<file path="src/rtl/hold_arb_pkg.sv">
package hold_arb_pkg;
  typedef enum logic [1:0] {
    ST_RUN   = 2'd0,  // bus owned locally
    ST_GRANT = 2'd1,  // acknowledge low, pads still driven
    ST_FLOAT = 2'd2,  // acknowledge low, pads floating
    ST_GIVE  = 2'd3   // acknowledge high, pads still floating
  } hold_state_e;
endpackage

</file>
<file path="src/rtl/hold_sync.sv">
module hold_sync #(
  parameter int STAGES = 2
) (
  input  logic clk,
  input  logic rst_n,
  input  logic async_i,
  output logic sync_o
);
  logic [STAGES-1:0] chain_q;

  generate
    if (STAGES == 1) begin : g_one
      always_ff @(posedge clk or negedge rst_n)
        if (!rst_n) chain_q <= '1;
        else        chain_q <= async_i;
    end else begin : g_many
      always_ff @(posedge clk or negedge rst_n)
        if (!rst_n) chain_q <= '1;
        else        chain_q <= {chain_q[STAGES-2:0], async_i};
    end
  endgenerate

  assign sync_o = chain_q[STAGES-1];
endmodule

</file>
<file path="src/rtl/phase_fall_det.sv">
module phase_fall_det (
  input  logic clk,
  input  logic rst_n,
  input  logic phase_i,
  output logic fall_o
);
  logic prev_q;

  always_ff @(posedge clk or negedge rst_n)
    if (!rst_n) prev_q <= 1'b0;
    else        prev_q <= phase_i;

  assign fall_o = prev_q & ~phase_i;
endmodule

</file>
<file path="src/rtl/hold_fsm.sv">
module hold_fsm
  import hold_arb_pkg::*;
(
  input  logic clk,
  input  logic rst_n,
  input  logic fall_i,
  input  logic hold_n_sync_i,
  input  logic idle_i,
  output logic hlda_n_o,
  output logic float_o,
  output logic stall_o
);
  hold_state_e state_q, state_d;

  always_comb begin
    state_d = state_q;
    if (fall_i) begin
      unique case (state_q)
        ST_RUN:   if (!hold_n_sync_i && idle_i) state_d = ST_GRANT;
        ST_GRANT: state_d = ST_FLOAT;
        ST_FLOAT: if (hold_n_sync_i) state_d = ST_GIVE;
        ST_GIVE:  state_d = ST_RUN;
        default:  state_d = ST_RUN;
      endcase
    end
  end

  always_ff @(posedge clk or negedge rst_n)
    if (!rst_n) state_q <= ST_RUN;
    else        state_q <= state_d;

  assign hlda_n_o = !((state_q == ST_GRANT) || (state_q == ST_FLOAT));
  assign float_o  = (state_q == ST_FLOAT) || (state_q == ST_GIVE);
  assign stall_o  = (state_q != ST_RUN);
endmodule

</file>
<file path="src/rtl/hold_arbiter.sv">
module hold_arbiter #(
  parameter int SYNC_STAGES = 2
) (
  input  logic clk,
  input  logic rst_n,
  input  logic bus_phase_i,
  input  logic hold_n_i,
  input  logic bus_idle_i,
  output logic hlda_n_o,
  output logic pin_float_o,
  output logic master_stall_o
);
  logic hold_n_s;
  logic phase_fall;

  hold_sync #(.STAGES(SYNC_STAGES)) u_sync (
    .clk(clk), .rst_n(rst_n), .async_i(hold_n_i), .sync_o(hold_n_s)
  );

  phase_fall_det u_fall (
    .clk(clk), .rst_n(rst_n), .phase_i(bus_phase_i), .fall_o(phase_fall)
  );

  hold_fsm u_fsm (
    .clk(clk), .rst_n(rst_n), .fall_i(phase_fall), .hold_n_sync_i(hold_n_s),
    .idle_i(bus_idle_i), .hlda_n_o(hlda_n_o), .float_o(pin_float_o),
    .stall_o(master_stall_o)
  );
endmodule

</file>
<file path="config.mk">
export PLATFORM = sky130hd
export DESIGN_NAME = hold_arbiter
export DESIGN_NICKNAME = d
export VERILOG_FILES = /design/src/rtl/hold_arb_pkg.sv /design/src/rtl/hold_sync.sv /design/src/rtl/phase_fall_det.sv /design/src/rtl/hold_fsm.sv /design/src/rtl/hold_arbiter.sv
export SDC_FILE = /design/constraint.sdc
export NUM_CORES = 1
export LEC_CHECK = 0
export BUFFER_PORTS_ARGS = -buffer_cell sky130_fd_sc_hd__buf_2
export CORE_AREA = 2 2 39 41
export DETAILED_ROUTE_END_ITERATION = 12
export DIE_AREA = 0 0 41 43
export PLACE_DENSITY = 0.41
export SYNTH_ARGS = -nofsm -noshare
export SYNTH_HDL_FRONTEND = slang
export SYNTH_HIERARCHICAL = 1
export SYNTH_SLANG_ARGS = --single-unit
export TNS_END_PERCENT = 1
</file>
<file path="constraint.sdc">
create_clock -name clk -period 2.5 [get_ports clk]
set_input_delay 0.25 -clock clk [delete_from_list [all_inputs] [get_ports clk]]
set_output_delay 0.25 -clock clk [all_outputs]
set_load 0.02 [all_outputs]
</file>
# == Word-level counts from Yosys, hierarchy flattened ==
# Cells that the tools add are included.
# Widths: inputs -> output; s select.
# word_totals
reg_bits,5
in_bits,5
out_inout_bits,3
wordCells,21
# classes
eq_ne,5
muxes,3
bitwise,2
n_reduce_logical,8
# op_table
op,n
$pmux 2 s4,1
$eq 2x2->1 const B,2
$mux 2,2
$reduce_and 3->1,1
$eq 2x1->1 const B,1
$logic_not 1->1,2
$logic_not 2->1,1
$logic_or 1x1->1,2
$ne 2x1->1 const B,1
$ne 2x2->1 const B,1
$reduce_bool 2->1,1
$and 1x1->1,1
$logic_and 1x1->1,1
$not 1->1,1

# == Longest topological paths before layout ==
# depth
ltp_word,4
ltp_mapped,5
mapped_depth_nobuf,5

# == Hierarchy ==
# The synthesis kept the hierarchy.
# by_module_without_submodules
module,n_inst,cells_each,area_per_inst_um2
hold_fsm,1,17,166.4
hold_sync,1,2,52.6
phase_fall_det,1,2,38.8

# == Worst setup path before layout ==
# No wires, ideal clock.
# synth_path
path_kind,reg-to-reg
startpoint,register u_fsm.state_q[0]
endpoint,register u_fsm.state_q[1]
setup_time_ps,79
t_arrival_ps,1145
required_ps,2421
setup_slack_ps,1275
path_stages_with_launch,6
n_path_buf,0
period_less_slack_ps,1225
path_cell_list,dfrtp_1 > inv_1 > ha_1 > inv_1 > o221a_2 > mux2i_1
# synth_via
elab_chain_cells,3
elab_cells_between_ends,8
classes_between,eq/ne (5); mux (1); reduce/logical (2)
# synth_rtl
element,line_no,source
"start, declared",hold_fsm.sv:13,"hold_state_e state_q, state_d;"
"start signal, assigned",hold_fsm.sv:30,else state_q <= state_d;
$eq 2x2->1 / $logic_not 2->1 (equally long branches),hold_fsm.sv:18,unique case (state_q)
$ne 2x2->1 (no source line) / $ne 2x1->1 (equally long branches),n/a,
$reduce_and 3->1 (no source line),n/a,
# Parallel ways exist; a longest one is shown, timed or not.
# A chain may end at the register's enable or synchronous reset.

# == Worst setup path in the final report ==
# layout_path
startpoint,register u_fsm.state_q[0]
endpoint,output pin_float_o
# layout_via
elab_chain_cells,2
elab_cells_between_ends,3
classes_between,eq/ne (2); reduce/logical (1)
# layout_rtl
element,line_no,source
$eq 2x2->1,hold_fsm.sv:33,assign float_o = (state_q == ST_FLOAT) || (state_q == ST_GIVE);
$logic_or 1x1->1 (*),hold_fsm.sv:33,
"end, declared",hold_arbiter.sv:10,"output logic pin_float_o,"
# Every way passes the cells marked *; elsewhere a longest branch is shown, timed or not.

==> flow_summary.rst <==
.. list-table::
   :header-rows: 1

   * - Metric
     - Value
   * - Status
     - finished, final reports clean
   * - Min-Delay Endpoint
     - u_sync/chain_q[0]
   * - Post-synthesis cell type count
     - 10
   * - Data arrival, critical path
     - 1320 ps
   * - Antenna violations before repair
     - 0
   * - Worst supply voltage drop on vdd
     - 303 uV
   * - Chain of cells forming the critical path
     - inv_1, ha_1, or2_2, buf_2
   * - First-pass GRT wire length
     - 696 um
   * - Die X
     - 41 um
   * - Tot GR Track Use
     - 6.17%
   * - Most used cells in the layout excluding fill and tap cells
     - buf_2 (7), inv_1 (5), ha_1 (4)
   * - Initial cell density of the core
     - 18.6%
   * - Post-DRT Antenna Nets
     - 0
   * - CP peak stage delay
     - 340 ps
   * - R2R Path End
     - u_fsm/state_q[1]
   * - Max Cap Violations
     - 0
   * - Tightest Pin Transition
     - 132 ps
   * - Ratio of routed vias to standard cells
     - 3.57
   * - Placed cells
     - 44
   * - Setup repair after global routing missed its margin
     - false
   * - Antenna diodes
     - 0
   * - Clock slew seen by the registers of the worst setup and hold paths
     - 40 ps
   * - Die Ht
     - 43 um
   * - Setup CP Type
     - flip-flop to primary output
   * - Number of instances in the synthesized netlist
     - 21
   * - Number of setup buffers added after CTS
     - 0
   * - Kind of end point of the critical path
     - primary output
   * - Hold Crit Start
     - hold_n_i
   * - Flops & latches, synth
     - 5
   * - Filler-free cell count of the finished design
     - 49
   * - Crit Path Max Fanout
     - 4
   * - Share of final-layout standard cells stronger than drive strength 1
     - 45.5%
   * - Final number of max-transition violations
     - 0
   * - Class of the worst hold path
     - primary input to flip-flop
   * - Number of warnings printed during yosys synthesis
     - 6
   * - Max transition margin
     - 90.9%
   * - Clock tree root driver cell
     - clkbuf_4
   * - Mean Syn Cell Area
     - 12.3 um2
   * - TritonCTS Buffers
     - 3
   * - TritonCTS clock tree
     - yes
   * - DP Wirelength
     - 317 um
   * - Required time at the endpoint of the critical path
     - 2250 ps
   * - Total Power
     - 0.400 mW
   * - I/O Buffers
     - 7
   * - Post-Route Skew
     - 1.92 ps
   * - Power per cell area
     - 1150 nW/um2
   * - Fmax achieved
     - 0.638 GHz
   * - Setup Slack @ Placement
     - 1170 ps
   * - Last weighted congestion value of the routability-driven placer
     - 0.593
   * - Reg2Reg Setup Slack
     - 1200 ps
   * - Min cycle time layout
     - 1570 ps
   * - I/O pins
     - 8
   * - Syn_nets
     - 30
   * - Clock tree sinks
     - 5
   * - Largest buffer count on any clock path
     - 2
   * - Number of hold violations in the final report
     - 0
   * - Final period util
     - 62.7%
   * - Setup violation total in the final timing report
     - 0
   * - Routed length per placed instance
     - 7.61 um
   * - Number of H-tree branching levels
     - 1
   * - Largest net degree at the start of global routing
     - 6
   * - # rows
     - 14
   * - Vias in the first global route
     - 179
   * - Post-detailed-routing wire length
     - 373 um
   * - Startpoint kind of the worst setup timing path
     - flip-flop
   * - Number of cells traversed by the worst register-to-register path
     - 5
   * - Launching point of the worst reg2reg path
     - u_fsm/state_q[0]
   * - Floorplan core area
     - 1380 um2
   * - Hold Crit Depth
     - 1
   * - Post-route DRC
     - 0
   * - Nets@finish
     - 43
   * - Number of search-and-repair iterations in the first detailed-routing pass
     - 2
   * - Most common cell after layout, fill and taps aside
     - buf_2
   * - Setup TNS Final
     - 0 ps
   * - Synthesized cell area
     - 258 um2
   * - Later-pin clock latency in the skew report
     - 230 ps
   * - Portion of the post-synthesis area used by sequential elements
     - 49.5%
   * - P&R area growth vs syn
     - 35.4%
   * - Sum of overflow across all layers after global routing
     - 0
   * - Static leakage
     - 0.180 nW
   * - Iter 0 DRT Violations
     - 2
   * - Cell with the biggest individual delay on the critical path
     - dfrtp_1
   * - Setup WS post-layout
     - 933 ps
   * - Layout Utilization
     - 25.2%
   * - Die outline area
     - 1760 um2
   * - Vias after detailed routing
     - 175
where the power goes:
| group | leakage, nW | total (mW) | switching (mW) | internal, mW |
|---|---|---|---|---|
| clock | 0.0150 | 0.0900 | 0.0299 | 0.0601 |
| sequential | 0.0560 | 0.114 | 0.0118 | 0.102 |
| combinational | 0.109 | 0.196 | 0.121 | 0.0750 |
cells in the mapped netlist (all sizes together):
cell type / n / share of area [%]
dfrtp: 3 / 29
dfstp: 2 / 20
ha: 4 / 19
inv: 5 / 7.3
mux2i: 2 / 7.8
nor2: 1 / 1.5
nor2b: 2 / 7.8
o221a: 1 / 4.4
or2: 1 / 2.4
cells by family after synthesis:
logic type                 count (synthesis)  synth area share [%]
AOI/OAI and AO/OA                          1                  4.37
adders and majority gates                  4                  19.4
buffers and inverters                      5                  7.28
DFF                                        5                  49.5
muxes                                      2                  7.77
and+or+nand+nor                            4                  11.7
layer usage:
layer | global-route usage [%] | share of wire (%)
met5 | 0 | 0
met4 | 6.00 | 0
met3 | 3.14 | 5.4
met2 | 7.19 | 51
met1 | 7.59 | 43
layout make-up:
class | count | area [um2]
Tap cell | 16 | 20.0
Sequential cell | 5 | 128
Multi-Input combinational cell | 11 | 111
Inverter | 5 | 18.8
Clock buffer | 4 | 26.3
Fill cell | 154 | 1030
Timing Repair Buffer | 8 | 45.0
critical path: cells and delay by family, from the launching register on:
family,cells,cell delay (ps)
AND/OR/NAND/NOR,1,270
flip-flops,1,340
buffers and inverters,2,250
adder cells (fa/ha/maj),1,230
worst max path at each step:
stage | from | end | slack (ps) | depth (start not counted)
finish | u_fsm/state_q[0] | pin_float_o | 930 | 4
global route | u_fsm/state_q[0] | pin_float_o | 840 | 4
CTS | u_fsm/state_q[0] | pin_float_o | 910 | 4
detailed placement | u_fsm/state_q[0] | pin_float_o | 1170 | 4
global placement | u_fsm/state_q[0] | pin_float_o | 1180 | 4
floorplan | u_fsm/state_q[0] | u_fsm/state_q[1] | 1280 | 5
registers in the layout, summed over array words and instances (netlist names):
signal	cells
u_sync/chain_q	2
u_fsm/state_q	2
u_fall/prev_q	1
stage by stage:
stage	hold slack (ps)	area, um2
after floorplan	-45.6	258
after global placement	64.7	313
after detailed placement	67.6	313
after CTS	107	349
after global routing	103	349
final	116	349
repair_timing:
item                                    4_1_cts  5_1_grt
hold buffers                                  1        0
hold endpoints to repair                      3        0
resized for setup                             0        0
endpoints found under the setup margin        0        0
Power figures use the tool's default switching activity.
